<file path="config.mk">
export PLATFORM = sky130hd
export DESIGN_NAME = pio_bank
export DESIGN_NICKNAME = d
export VERILOG_FILES = /design/src/rtl/pio_pkg.sv /design/src/rtl/pio_sync.sv /design/src/rtl/pio_regs.sv /design/src/rtl/pio_drive.sv /design/src/rtl/pio_bank.sv
export SDC_FILE = /design/constraint.sdc
export NUM_CORES = 1
export LEC_CHECK = 0
export BUFFER_PORTS_ARGS = -buffer_cell sky130_fd_sc_hd__buf_2
export CAP_MARGIN = 40
export CORE_UTILIZATION = 44
export DETAILED_ROUTE_END_ITERATION = 10
export GPL_TIMING_DRIVEN = 0
export MAX_ROUTING_LAYER = met4
export PLACE_DENSITY = 0.89
export SETUP_SLACK_MARGIN = 0.02
export SLEW_MARGIN = 20
export SYNTH_ARGS = -nofsm -noshare
export SYNTH_HDL_FRONTEND = slang
export SYNTH_SLANG_ARGS = --single-unit
</file>
<file path="constraint.sdc">
create_clock -name clk -period 0.9 [get_ports clk]
set_input_delay 0.045 -clock clk [delete_from_list [all_inputs] [get_ports clk]]
set_output_delay 0.045 -clock clk [all_outputs]
set_load 0.1 [all_outputs]
</file>
<file path="src/rtl/pio_pkg.sv">
package pio_pkg;
   typedef enum logic [1:0] {
      REG_LAT = 2'd0,
      REG_PIN = 2'd1,
      REG_DIR = 2'd2,
      REG_ODR = 2'd3
   } reg_sel_e;
endpackage

</file>
<file path="src/rtl/pio_sync.sv">
module pio_sync #(
   parameter int W      = 16,
   parameter int STAGES = 2
) (
   input  logic         clk,
   input  logic         rst_n,
   input  logic [W-1:0] d,
   output logic [W-1:0] q
);
   logic [W-1:0] stg [STAGES];

   always_ff @(posedge clk) begin
      if (!rst_n) stg[0] <= '0;
      else        stg[0] <= d;
   end

   for (genvar s = 1; s < STAGES; s++) begin : g_stage
      always_ff @(posedge clk) begin
         if (!rst_n) stg[s] <= '0;
         else        stg[s] <= stg[s-1];
      end
   end

   assign q = stg[STAGES-1];
endmodule

</file>
<file path="src/rtl/pio_regs.sv">
module pio_regs
   import pio_pkg::*;
#(
   parameter int           W         = 16,
   parameter logic [W-1:0] IMPL_MASK = {W{1'b1}}
) (
   input  logic         clk,
   input  logic         rst_n,
   input  logic [1:0]   bus_addr,
   input  logic         bus_we,
   input  logic [W-1:0] bus_wdata,
   output logic [W-1:0] bus_rdata,
   input  logic [W-1:0] pin_lvl,
   input  logic [W-1:0] ana_mode,
   output logic [W-1:0] lat_q,
   output logic [W-1:0] dir_q,
   output logic [W-1:0] odr_q
);
   reg_sel_e     sel;
   logic [W-1:0] wval;

   assign sel  = reg_sel_e'(bus_addr);
   assign wval = bus_wdata & IMPL_MASK;

   always_ff @(posedge clk) begin
      if (!rst_n) begin
         lat_q <= '0;
         dir_q <= IMPL_MASK;
         odr_q <= '0;
      end else if (bus_we) begin
         case (sel)
            REG_LAT, REG_PIN: lat_q <= wval;
            REG_DIR:          dir_q <= wval;
            REG_ODR:          odr_q <= wval;
            default:          ;
         endcase
      end
   end

   always_comb begin
      case (sel)
         REG_LAT: bus_rdata = lat_q;
         REG_PIN: bus_rdata = pin_lvl & ~ana_mode & IMPL_MASK;
         REG_DIR: bus_rdata = dir_q;
         REG_ODR: bus_rdata = odr_q;
         default: bus_rdata = '0;
      endcase
   end
endmodule

</file>
<file path="src/rtl/pio_drive.sv">
module pio_drive #(
   parameter int           W         = 16,
   parameter logic [W-1:0] IMPL_MASK = {W{1'b1}}
) (
   input  logic [W-1:0] lat_q,
   input  logic [W-1:0] dir_q,
   input  logic [W-1:0] odr_q,
   input  logic [W-1:0] perif_en,
   input  logic [W-1:0] perif_oe,
   input  logic [W-1:0] perif_out,
   output logic [W-1:0] pad_oe,
   output logic [W-1:0] pad_out
);
   for (genvar i = 0; i < W; i++) begin : g_pin
      if (IMPL_MASK[i]) begin : g_live
         logic src_oe;
         logic src_d;
         assign src_oe = perif_en[i] ? perif_oe[i]  : ~dir_q[i];
         assign src_d  = perif_en[i] ? perif_out[i] : lat_q[i];
         assign pad_oe[i]  = odr_q[i] ? (src_oe & ~src_d) : src_oe;
         assign pad_out[i] = odr_q[i] ? 1'b0 : src_d;
      end else begin : g_absent
         assign pad_oe[i]  = 1'b0;
         assign pad_out[i] = 1'b0;
      end
   end
endmodule

</file>
<file path="src/rtl/pio_bank.sv">
module pio_bank #(
   parameter int           W           = 16,
   parameter logic [W-1:0] IMPL_MASK   = {W{1'b1}},
   parameter int           SYNC_STAGES = 2
) (
   input  logic         clk,
   input  logic         rst_n,
   input  logic [1:0]   bus_addr,
   input  logic         bus_we,
   input  logic [W-1:0] bus_wdata,
   output logic [W-1:0] bus_rdata,
   input  logic [W-1:0] pad_in,
   output logic [W-1:0] pad_oe,
   output logic [W-1:0] pad_out,
   input  logic [W-1:0] perif_en,
   input  logic [W-1:0] perif_oe,
   input  logic [W-1:0] perif_out,
   input  logic [W-1:0] ana_mode
);
   if (W < 1 || W > 32) begin : g_bad_width
      $error("pio_bank: W must be 1..32");
   end
   if (SYNC_STAGES < 2) begin : g_bad_sync
      $error("pio_bank: SYNC_STAGES must be at least 2");
   end

   logic [W-1:0] pin_lvl;
   logic [W-1:0] lat_q;
   logic [W-1:0] dir_q;
   logic [W-1:0] odr_q;

   pio_sync #(.W(W), .STAGES(SYNC_STAGES)) sync_i (
      .clk  (clk),
      .rst_n(rst_n),
      .d    (pad_in),
      .q    (pin_lvl)
   );

   pio_regs #(.W(W), .IMPL_MASK(IMPL_MASK)) regs_i (
      .clk      (clk),
      .rst_n    (rst_n),
      .bus_addr (bus_addr),
      .bus_we   (bus_we),
      .bus_wdata(bus_wdata),
      .bus_rdata(bus_rdata),
      .pin_lvl  (pin_lvl),
      .ana_mode (ana_mode),
      .lat_q    (lat_q),
      .dir_q    (dir_q),
      .odr_q    (odr_q)
   );

   pio_drive #(.W(W), .IMPL_MASK(IMPL_MASK)) drive_i (
      .lat_q    (lat_q),
      .dir_q    (dir_q),
      .odr_q    (odr_q),
      .perif_en (perif_en),
      .perif_oe (perif_oe),
      .perif_out(perif_out),
      .pad_oe   (pad_oe),
      .pad_out  (pad_out)
   );
endmodule

</file>
==> summary.txt, run 1 <==
Setup path
  • Launching instance or port of the critical path: sync_i.stg[1][8]$_SDFF_PN0_
  • Number of cells on the worst reg-to-reg path: 3
  • Crit path DAT: 1480 ps
  • Required time reported for the critical path endpoint: 850 ps
  • Crit-path max FO: 1
  • Crit path largest cell delay: 490 ps
  • Total buffers and inverters traversed by the critical path: 1
  • CP cell instances: nor2b_1 -> mux4_2 -> buf_12
  • Critical path depth in cells: 3
  • Reg2reg start: regs_i.lat_q[1]$_SDFFE_PN0P_
  • Critical path capture point type: primary output
  • Worst Path Class, Setup: flip-flop to primary output
  • R2R Path End: regs_i.lat_q[1]$_SDFFE_PN0P_
  • Critical path capture point: bus_rdata[8]
  • Cell class contributing the biggest share of worst-path delay: multiplexers
  • Critical Path Slowest Stage Cell: mux4_2
  • Critical Path Source Type: flip-flop
  • Worst R2R Setup Slack: 110 ps

Floorplanning
  • Core region area: just under 8000 um^2
  • Count of pins on the block boundary: between 100 and 150
  • Area of the die: about 8700 um^2
  • Die Span Y: approximately 93 um
  • Floorplan row count: 32
  • Initial Util: 46.4%
  • Width of the chip: 93.2 um

Timing
  • Final number of hold-violating endpoints: 0
  • Worst-margin pin slew: 553 ps
  • Share of the cycle needed by the critical path after routing: 170%
  • Timing-limited maximum frequency: 654 MHz
  • TNS Setup: -23,640 ps
  • Max-slew headroom: approximately 63%
  • Final setup slack of the worst path: -629 ps
  • Count of pins over their slew limit: 0
  • Min Tclk post-route: around 1500 ps
  • Setup repair after global routing missed its margin: true
  • Count of final setup violators: between 40 and 50
  • Layout Skew: 6.86 ps

Place
  • Final GP Congestion: ~0.84
  • Count of buffers inserted at the top-level ports: between 100 and 150
  • Placed wire-length estimate after detailed placement: 7890 um
  • Placed Area: 4880 um^2

Power
  • Cell area power density: 1670 nW/um^2
  • Leakage component of the power: 2.70 nW
  • Maximum vdd drop: 0.910 mV

Drt
  • Vias after detailed routing: 3,788
  • DRC errors left: 0
  • Routed via count divided by cell count: 5.44
  • Detail-routed net length per standard cell: ~18 um
  • Number of nets still failing antenna checks after routing: 0
  • Final routed wirelength across all metal layers: 12,400 um
  • Violation count after the first detailed-route iteration: 325
  • Pre-Repair DR Iteration Count: 5

Run status
  • Failing checks: negative setup slack
  • Run status: finished with violations

CTS
  • Clk pin slew, worst setup/hold paths: 80 ps
  • Buffer levels on the longest clock path: 2
  • Clock Root Buffer: clkbuf_8
  • Later-pin clock latency in the skew report: ~350 ps
  • Number of sinks handled by clock tree synthesis: 80
  • CTS H-tree lvls: 3
  • Number of clock buffers inserted by TritonCTS: 9
  • Clock tree from TritonCTS: done

Final layout
  • Area overhead of the layout relative to synthesis: 70.1%
  • Register Area: 1650 um^2
  • Commonest cells after routing, fill and taps aside: buf_2, nand2_1, buf_12
  • Number of nets in the layout: 689
  • Layout cells sized above 1: 49.8%
  • Share of the core filled with cells in the final layout: 78.9%
  • Most common cell after layout, fill and taps aside: buf_2
  • Area of the multi-input gates: roughly 2300 um^2
  • Cell area after layout: between 6000 and 7000 um^2
  • Filler Cells Inserted: 469

Min path
  • Worst Hold Class: primary input to flip-flop

Yosys
  • Number of synthesis warnings: 0
  • Number of instances in the synthesized netlist: 397
  • Mean post-synth cell area: 9.22 um^2
  • Area leader, netlist: dfxtp_1
  • Cell area after synthesis: 3660 um^2
  • Part of the Yosys area used for sequential elements: 43.7%
  • Register bit total from synthesis: 80
  • Net count after synthesis: 498
  • Async S/R FF share, synth: 0%
  • Synth top area share: 43.7%
  • Number of enable-type register cells in the synthesized netlist: 0
  • Leading register cell type out of synthesis: dfxtp_1
  • Top cells by area in the synthesized netlist: dfxtp_1, nand2_1, mux4_2
  • Netlist cell types: 22

Global routing
  • Global routing usage summed across all routing layers: 29.7%
  • Wire length of the first global-routing pass: 19,100 um
  • Global routing met1 resource utilization: 32.6%
  • Global Route met3 Usage: 4.39%
  • Pin count of the biggest net entering global routing: 14
  • Global route hottest layer: met2
  • Antenna violations before repair: 1
  • Vias in the first global route: 3,907
  • Congestion Overflow GR: 0
  • Global Route met2 Usage: 51.7%

Flow run
  • Max Cap Violations: 0
==> cell usage after synthesis (4+ instances only) <==
cell and count:
nand3_1 33, nor2b_1 32, mux4_1 7, mux2_2 16, a21boi_1 10, buf_6 4, a21oi_1 32, a21boi_0 6
and2_1 32, clkbuf_1 9, o21ai_0 16, nand2_1 80, mux4_2 9, dfxtp_1 80, nor2_1 16, buf_2 6
buf_4 4
==> tightest hold or removal path, stage by stage <==
cell and delay [ps]:
buf_4 160, nand2_1 70, o21ai_0 60
==> metal layers <==
metal,part of all wire [%],vias to the layer above
li1,-,1728
met4,4.8,0
met3,6.4,55
met2,52,213
met5,0,-
met1,37,1792
==> how the worst min path moves through the flow <==
stage                 start                           end  slack (ps)  cells after the start
2_1_floorplan  bus_wdata[0]  regs_i.dir_q[0]$_SDFFE_PN1P_         170                      2
3_3_place_gp     pad_in[15]  sync_i.stg[0][15]$_SDFF_PN0_         250                      2
3_5_place_dp      pad_in[6]   sync_i.stg[0][6]$_SDFF_PN0_         260                      2
4_1_cts               rst_n  regs_i.odr_q[3]$_SDFFE_PN0P_           6                      3
5_1_grt               rst_n  regs_i.odr_q[3]$_SDFFE_PN0P_          30                      3
6_report              rst_n  regs_i.odr_q[3]$_SDFFE_PN0P_          20                      3
==> through the flow <==
stage / power, mW / hold slack (ps) / worst slack (ps) / cells
2_1_floorplan: 6.00 / 167 / -287 / 397
3_3_place_gp: 6.52 / 253 / -452 / 645
3_5_place_dp: 6.57 / 255 / -467 / 645
4_1_cts: 10.3 / 5.65 / -619 / 693
5_1_grt: 10.7 / 30.4 / -655 / 696
6_report: 10.4 / 21.5 / -629 / 696
==> layout make-up <==
cell class	instances	area share [%]
Clock buffer	9	1.99
Clock inverter	6	1.75
Timing Repair Buffer	180	27.9
Antenna cell	2	0.0804
Multi-Input combinational cell	293	37.0
Sequential cell	80	26.5
Buffer	24	2.75
Tap cell	102	2.05
==> cells by family (layout without fill, tap and decap cells) <==
group                  after synthesis  in the layout  synth area share (%)
and+or+nand+nor                    197            197                  26.6
DFF                                 80             80                  43.7
AOI/OAI and AO/OA                   64             64                  9.84
muxes                               32             32                  15.5
buffers and inverters               24            219                  4.34
other                                0              2                     0
==> report_power, final <==
group	total (mW)	internal, mW	switching, mW
sequential	3.84	3.71	0.131
clock	3.09	1.82	1.27
combinational	3.48	1.39	2.09
total	10.4	6.92	3.49
==> sequential cells by signal, indices dropped and copies added (netlist names) <==
signal        count
regs_i.lat_q     16
regs_i.odr_q     16
sync_i.stg       32
regs_i.dir_q     16
==> what timing repair did <==
item | in CTS | in global routing
buffers inserted | 1 | 1
hold buffers | 32 | 0
endpoints found under the setup margin | 48 | 58
endpoints found under the hold margin | 64 | 0
gates resized for setup | 189 | 33
Note: power is estimated with default switching activity, not from simulation.
==> run 2, diff against run 1 <==
--- a/config.mk
+++ b/config.mk
@@ -5,13 +5,13 @@
 export SDC_FILE = /design/constraint.sdc
 export NUM_CORES = 1
 export LEC_CHECK = 0
-export BUFFER_PORTS_ARGS = -buffer_cell sky130_fd_sc_hd__buf_2
 export CAP_MARGIN = 40
-export CORE_UTILIZATION = 44
+export CORE_UTILIZATION = 50
 export DETAILED_ROUTE_END_ITERATION = 10
+export DONT_BUFFER_PORTS = 1
 export GPL_TIMING_DRIVEN = 0
 export MAX_ROUTING_LAYER = met4
-export PLACE_DENSITY = 0.89
+export PLACE_DENSITY = 0.8
 export SETUP_SLACK_MARGIN = 0.02
 export SLEW_MARGIN = 20
 export SYNTH_ARGS = -nofsm -noshare
==> run 2 against run 1 <==
The flow finishes with violations (negative hold slack, negative setup slack). Utilization is 9.6 points lower. Worst hold slack worse by 35 ps. Maximum frequency is 3.8% lower. Register-to-register slack better by 30 ps. Sequential share of layout area is 7.7 points higher. Wire length is 20% lower. Combinational power is 29% lower. Count of clock-buffer cells in the layout is 2 higher. Global-route usage is 3.1 points lower. Critical path type unchanged. Largest cell class unchanged.
==> summary.txt, run 2 (synthesized netlist as in run 1, its figures left out) <==
Run status
  • Run status: finished with violations
  • Failing checks: negative hold slack, negative setup slack

Global routing
  • Antenna violations before repair: 0 (-1)
  • Pin count of the biggest net entering global routing: 14 (unchanged)
  • Global route hottest layer: met2
  • Global routing met1 resource utilization: 31.2% (-1.4 points)
  • Global Route met2 Usage: 45.5% (-6.3 points)
  • Congestion Overflow GR: 0 (unchanged)
  • Global Route met3 Usage: 6.41% (+2.0 points)
  • Vias in the first global route: 2,927 (-25%)
  • Wire length of the first global-routing pass: 14,700 um (-23%)
  • Global routing usage summed across all routing layers: 26.7% (-3.1 points)

Setup path
  • Required time reported for the critical path endpoint: 850 ps (about the same)
  • Crit path DAT: 1540 ps (+60 ps)
  • Crit-path max FO: 3 (+2)
  • Critical Path Source Type: flip-flop
  • Critical Path Slowest Stage Cell: a21oi_4
  • Number of cells on the worst reg-to-reg path: 4 (+1)
  • CP cell instances: mux2_4 -> a21oi_4
  • Cell class contributing the biggest share of worst-path delay: compound AO/OA/AOI/OAI gates
  • Critical path capture point type: primary output
  • Worst Path Class, Setup: flip-flop to primary output
  • Critical path depth in cells: 2 (-1)
  • Crit path largest cell delay: 580 ps (+90 ps)
  • Total buffers and inverters traversed by the critical path: 0 (-1)

Timing
  • Final setup slack of the worst path: -689 ps (-60.8 ps)
  • Layout Skew: 5.91 ps (-0.949 ps)
  • Timing-limited maximum frequency: 629 MHz (-3.8%)
  • Worst-margin pin slew: 704 ps (+151 ps)
  • Min Hold Slack: -14.0 ps (-35.5 ps)
  • Setup repair after global routing missed its margin: true
  • Final number of hold-violating endpoints: 3 (+3)
  • Max-slew headroom: 52.9% (-10 points)
  • Min Tclk post-route: 1590 ps (+60.8 ps)
  • Count of pins over their slew limit: 0 (unchanged)
  • Share of the cycle needed by the critical path after routing: 177% (+6.8 points)
  • Count of final setup violators: 48 (unchanged)

Drt
  • DRC errors left: 0 (unchanged)
  • Vias after detailed routing: 3,030 (-20%)
  • Final routed wirelength across all metal layers: 9880 um (-20%)
  • Detail-routed net length per standard cell: 18.0 um (+1.2%)
  • Number of nets still failing antenna checks after routing: 0 (unchanged)
  • Pre-Repair DR Iteration Count: 4 (-1)
  • Routed via count divided by cell count: 5.53 (+1.6%)
  • Violation count after the first detailed-route iteration: 125 (-62%)

CTS
  • Number of clock buffers inserted by TritonCTS: 9 (unchanged)
  • Hold-fix buffer count after cts: 32 (unchanged)
  • Buffer levels on the longest clock path: 2 (unchanged)
  • Clock tree from TritonCTS: done
  • Clock Root Buffer: clkbuf_8
  • CTS H-tree lvls: 3 (unchanged)
  • Clk pin slew, worst setup/hold paths: 80 ps (about the same)
  • Later-pin clock latency in the skew report: 330 ps (-20 ps)
  • Number of sinks handled by clock tree synthesis: 80 (unchanged)

Floorplanning
  • Width of the chip: 87.6 um (-6.1%)
  • Count of pins on the block boundary: 149 (unchanged)
  • Die Span Y: 87.6 um (-6.1%)
  • Area of the die: 7670 um^2 (-12%)
  • Floorplan row count: 30 (-6.3%)
  • Core region area: 6940 um^2 (-12%)
  • Initial Util: 52.7% (+6.3 points)

Place
  • Placed wire-length estimate after detailed placement: 6960 um (-12%)
  • Placed instance count: 493 (-24%)
  • Count of buffers inserted at the top-level ports: 0 (-100%)
  • Final GP Congestion: 0.840 (+0.14%)
  • Placement-stage worst setup slack: -336 ps (+131 ps)

Power
  • Maximum vdd drop: 1.16 mV (+27%)
  • Cell area power density: 1780 nW/um^2 (+6.2%)
  • Power after layout: 8.55 mW (-18%)
  • Leakage component of the power: 1.90 nW (-30%)

Final layout
  • Share of the core filled with cells in the final layout: 69.3% (-9.6 points)
  • Post-route insts no fill: 548 (-21%)
  • Number of nets in the layout: 548 (-20%)
  • Most common cell after layout, fill and taps aside: nand2_1
  • Area overhead of the layout relative to synthesis: 31.4%
  • Flip-flop count of the largest register after layout: 32 (unchanged)
  • Antenna fix cells: 0 (-2)
  • Commonest cells after routing, fill and taps aside: nand2_1, dfxtp_1, dfxtp_2
  • Layout cells sized above 1: 33.0% (-17 points)
  • Top register by number of flip-flops: sync_i.stg

Min path
  • Worst hold path stage count: 3 (unchanged)
  • Worst Hold Class: primary input to flip-flop

Flow run
  • Max Cap Violations: 0 (unchanged)
-- run 2: final timing paths --
kind                                               startpoint                      endpoint  slack [ps]
worst max-delay path            regs_i.lat_q[14]$_SDFFE_PN0P_                    pad_oe[14]        -690
worst min-delay path                                   bus_we  regs_i.dir_q[1]$_SDFFE_PN1P_         -10
worst max register to register   regs_i.lat_q[3]$_SDFFE_PN0P_  regs_i.lat_q[3]$_SDFFE_PN0P_         140
worst min register to register   sync_i.stg[0][13]$_SDFF_PN0_  sync_i.stg[1][13]$_SDFF_PN0_         430
-- run 2: power by group --
group | internal (mW) | leakage [nW] | switching, mW
sequential | 3.71 | 0.672 | 0.127
clock | 0.999 | 0.0793 | 1.25
combinational | 0.664 | 1.15 | 1.80
total | 5.37 | 1.90 | 3.18
-- run 2: per-layer routing --
metal,vias to the layer above,wire [um]
met5,-,0
met4,0,93
met3,8,595
met2,118,5120
met1,1462,4070
li1,1442,-
-- run 2: per-stage QoR --
step | cell area [um^2] | TNS, ps
2_1_floorplan | 4030 | -11040
3_3_place_gp | 4150 | -15050
3_5_place_dp | 4150 | -15960
4_1_cts | 4750 | -30630
5_1_grt | 4810 | -31920
6_report | 4810 | -29710
-- run 2: repair_timing --
item / in CTS / in global routing
gates resized for setup: 34 / 9
pin swaps: 4 / 6
hold endpoints to repair: 64 / 3
buffers inserted: 4 / 3
setup endpoints to repair: 48 / 48
-- run 2: worst reg2reg max path: cells and delay by family (launching register included) --
| kind | cells | cell delay [ps] |
|---|---|---|
| buffers and inverters | 2 | 210 |
| and+or+nand+nor | 1 | 40 |
| DFF | 1 | 330 |
| AOI/OAI and AO/OA | 1 | 70 |
-- run 2: final cells by class --
cell class	count	area, um^2
Sequential cell	80	1640
Timing Repair Buffer	39	395
Tap cell	96	120
Clock buffer	11	131
Multi-Input combinational cell	293	2320
Fill cell	530	2130
Clock inverter	5	33.8
Buffer	24	170
==> run 3, diff against run 2 <==
--- a/config.mk
+++ b/config.mk
@@ -10,6 +10,7 @@
 export DETAILED_ROUTE_END_ITERATION = 10
 export DONT_BUFFER_PORTS = 1
 export GPL_TIMING_DRIVEN = 0
+export HOLD_SLACK_MARGIN = 0.02
 export MAX_ROUTING_LAYER = met4
 export PLACE_DENSITY = 0.8
 export SETUP_SLACK_MARGIN = 0.02
==> run 3 against run 2 <==
The flow still finishes with violations (negative hold slack, negative setup slack). Final cell count is 0.55% higher. Worst hold slack worse by 5.1 ps. Critical path type unchanged. Clock skew hardly changed. Highest routed layer unchanged. Critical path depth stayed put. Critical endpoint unchanged.
==> summary.txt, run 3 (synthesized netlist as in run 1, its figures left out) <==
Floorplanning
  • Die Span Y: 87.6 um (unchanged)
  • Count of pins on the block boundary: 149 (unchanged)
  • Core region area: 6940 um^2 (unchanged)
  • Floorplan row count: 30 (unchanged)
  • Initial Util: 52.7% (unchanged)
  • Area of the die: 7670 um^2 (unchanged)
  • Width of the chip: 87.6 um (unchanged)

Run status
  • Run status: finished with violations
  • Failing checks: negative hold slack, negative setup slack

Final layout
  • Flip-flop count of the largest register after layout: 32 (unchanged)
  • Share of the core filled with cells in the final layout: 69.7% (+0.43 points)
  • Top register by number of flip-flops: sync_i.stg
  • Layout cells sized above 1: 32.7% (-0.22 points)
  • Cell area after layout: 4840 um^2 (+0.62%)
  • Commonest cells after routing, fill and taps aside: nand2_1, dfxtp_1, dlygate4sd3_1
  • Most common cell after layout, fill and taps aside: nand2_1
  • Number of nets in the layout: 551 (+0.55%)
  • Area overhead of the layout relative to synthesis: 32.3%
  • Post-route insts no fill: 551 (+0.55%)
  • Antenna fix cells: 0 (unchanged)

CTS
  • Later-pin clock latency in the skew report: 340 ps (about the same)
  • Clock Root Buffer: clkbuf_8
  • Number of clock buffers inserted by TritonCTS: 9 (unchanged)
  • CTS H-tree lvls: 3 (unchanged)
  • Clock tree from TritonCTS: done
  • Number of sinks handled by clock tree synthesis: 80 (unchanged)
  • Hold-fix buffer count after cts: 35 (+9.4%)
  • Clk pin slew, worst setup/hold paths: 80 ps (about the same)
  • Buffer levels on the longest clock path: 2 (unchanged)

Timing
  • Count of final setup violators: 48 (unchanged)
  • Layout Skew: 5.51 ps (-0.403 ps)
  • Final number of hold-violating endpoints: 5 (+2)
  • Share of the cycle needed by the critical path after routing: 177% (+0.64 points)
  • Worst-margin pin slew: 706 ps (+1.77 ps)
  • Timing-limited maximum frequency: 627 MHz (-0.36%)
  • Max-slew headroom: 52.8% (-0.12 points)
  • TNS Setup: -30,070 ps (-359 ps)
  • Setup repair after global routing missed its margin: true
  • Min Tclk post-route: 1600 ps (+5.80 ps)
  • Final setup slack of the worst path: -695 ps (-5.80 ps)
  • Min Hold Slack: -19.0 ps (-5.06 ps)
  • Count of pins over their slew limit: 0 (unchanged)

Power
  • Power after layout: 8.57 mW (+0.22%)
  • Maximum vdd drop: 1.16 mV (+0.54%)
  • Leakage component of the power: 1.91 nW (+0.66%)
  • Cell area power density: 1770 nW/um^2 (-0.40%)

Setup path
  • Required time reported for the critical path endpoint: 850 ps (about the same)
  • Critical path capture point type: primary output
  • CP cell instances: mux2_4 -> a21oi_4
  • Critical Path Slowest Stage Cell: a21oi_4
  • Critical Path Source Type: flip-flop
  • Crit-path max FO: 3 (unchanged)
  • Worst R2R Setup Slack: 140 ps (about the same)
  • Crit path largest cell delay: 580 ps (about the same)
  • Crit path DAT: 1550 ps (about the same)
  • Worst Path Class, Setup: flip-flop to primary output

Place
  • Placed instance count: 493 (unchanged)
  • Placement-stage worst setup slack: -336 ps (unchanged)
  • Count of buffers inserted at the top-level ports: 0 (unchanged)
  • Final GP Congestion: 0.840 (unchanged)
  • Placed Area: 4150 um^2 (unchanged)
  • Placed wire-length estimate after detailed placement: 6960 um (unchanged)

Drt
  • Violation count after the first detailed-route iteration: 156 (+25%)
  • Detail-routed net length per standard cell: 18.2 um (+1.2%)
  • DRC errors left: 0 (unchanged)
  • Number of nets still failing antenna checks after routing: 0 (unchanged)
  • Pre-Repair DR Iteration Count: 4 (unchanged)
  • Final routed wirelength across all metal layers: 10,000 um (+1.7%)
  • Vias after detailed routing: 3,085 (+1.8%)
  • Routed via count divided by cell count: 5.60 (+1.3%)

Global routing
  • Congestion Overflow GR: 0 (unchanged)
  • Vias in the first global route: 2,952 (+0.85%)
  • Wire length of the first global-routing pass: 14,800 um (+1.0%)
  • Antenna violations before repair: 0 (unchanged)
  • Pin count of the biggest net entering global routing: 14 (unchanged)
  • Global routing usage summed across all routing layers: 27.0% (+0.37 points)

Flow run
  • Max Cap Violations: 0 (unchanged)

Min path
  • Worst Hold Class: primary input to flip-flop
==> run 3: what timing repair did <==
| item | 4_1_cts | 5_1_grt |
|---|---|---|
| setup buffers | 4 | 3 |
| gates cloned | 0 | 0 |
| setup endpoints to repair | 48 | 48 |
| pin swaps | 4 | 6 |
| gates resized for setup | 34 | 9 |
| hold endpoints to repair | 64 | 6 |
==> run 3: final cells by class <==
type / instances / area (um^2)
multi-input combinational: 293 / 2320
clock inverter: 5 / 33.8
sequential: 80 / 1640
tap: 96 / 120
fill: 528 / 2100
buffer: 24 / 170
clock buffer: 11 / 131
timing repair buffer: 42 / 425
==> run 3: critical path, delay by kind of cell, from the launching register on <==
family          cells  cell delay (ps)
mux                 1              300
compound gates      1              580
flops               1              340
==> run 3: path summary, 6_finish.rpt <==
check                                startpoint                            to  cells past startpoint
setup reg to reg   regs_i.lat_q[3]$_SDFFE_PN0P_  regs_i.lat_q[3]$_SDFFE_PN0P_                      4
setup / recovery  regs_i.lat_q[14]$_SDFFE_PN0P_                    pad_oe[14]                      2
hold / removal                           bus_we  regs_i.dir_q[3]$_SDFFE_PN1P_                      3
hold reg to reg    sync_i.stg[0][13]$_SDFF_PN0_  sync_i.stg[1][13]$_SDFF_PN0_                      1
==> run 3: metal layers <==
layer	track usage, %	share of wire, %	up-vias
li1	-	-	1446
met1	31.6	41	1492
met2	46.3	51	137
met3	6.41	6.5	10
met4	7.90	1.1	0
met5	-	0	-
==> run 3: power breakdown <==
part | internal [mW] | switching [mW] | total (mW)
clock network | 0.998 | 1.25 | 2.25
logic | 0.672 | 1.81 | 2.48
registers | 3.71 | 0.128 | 3.84
total | 5.38 | 3.19 | 8.57
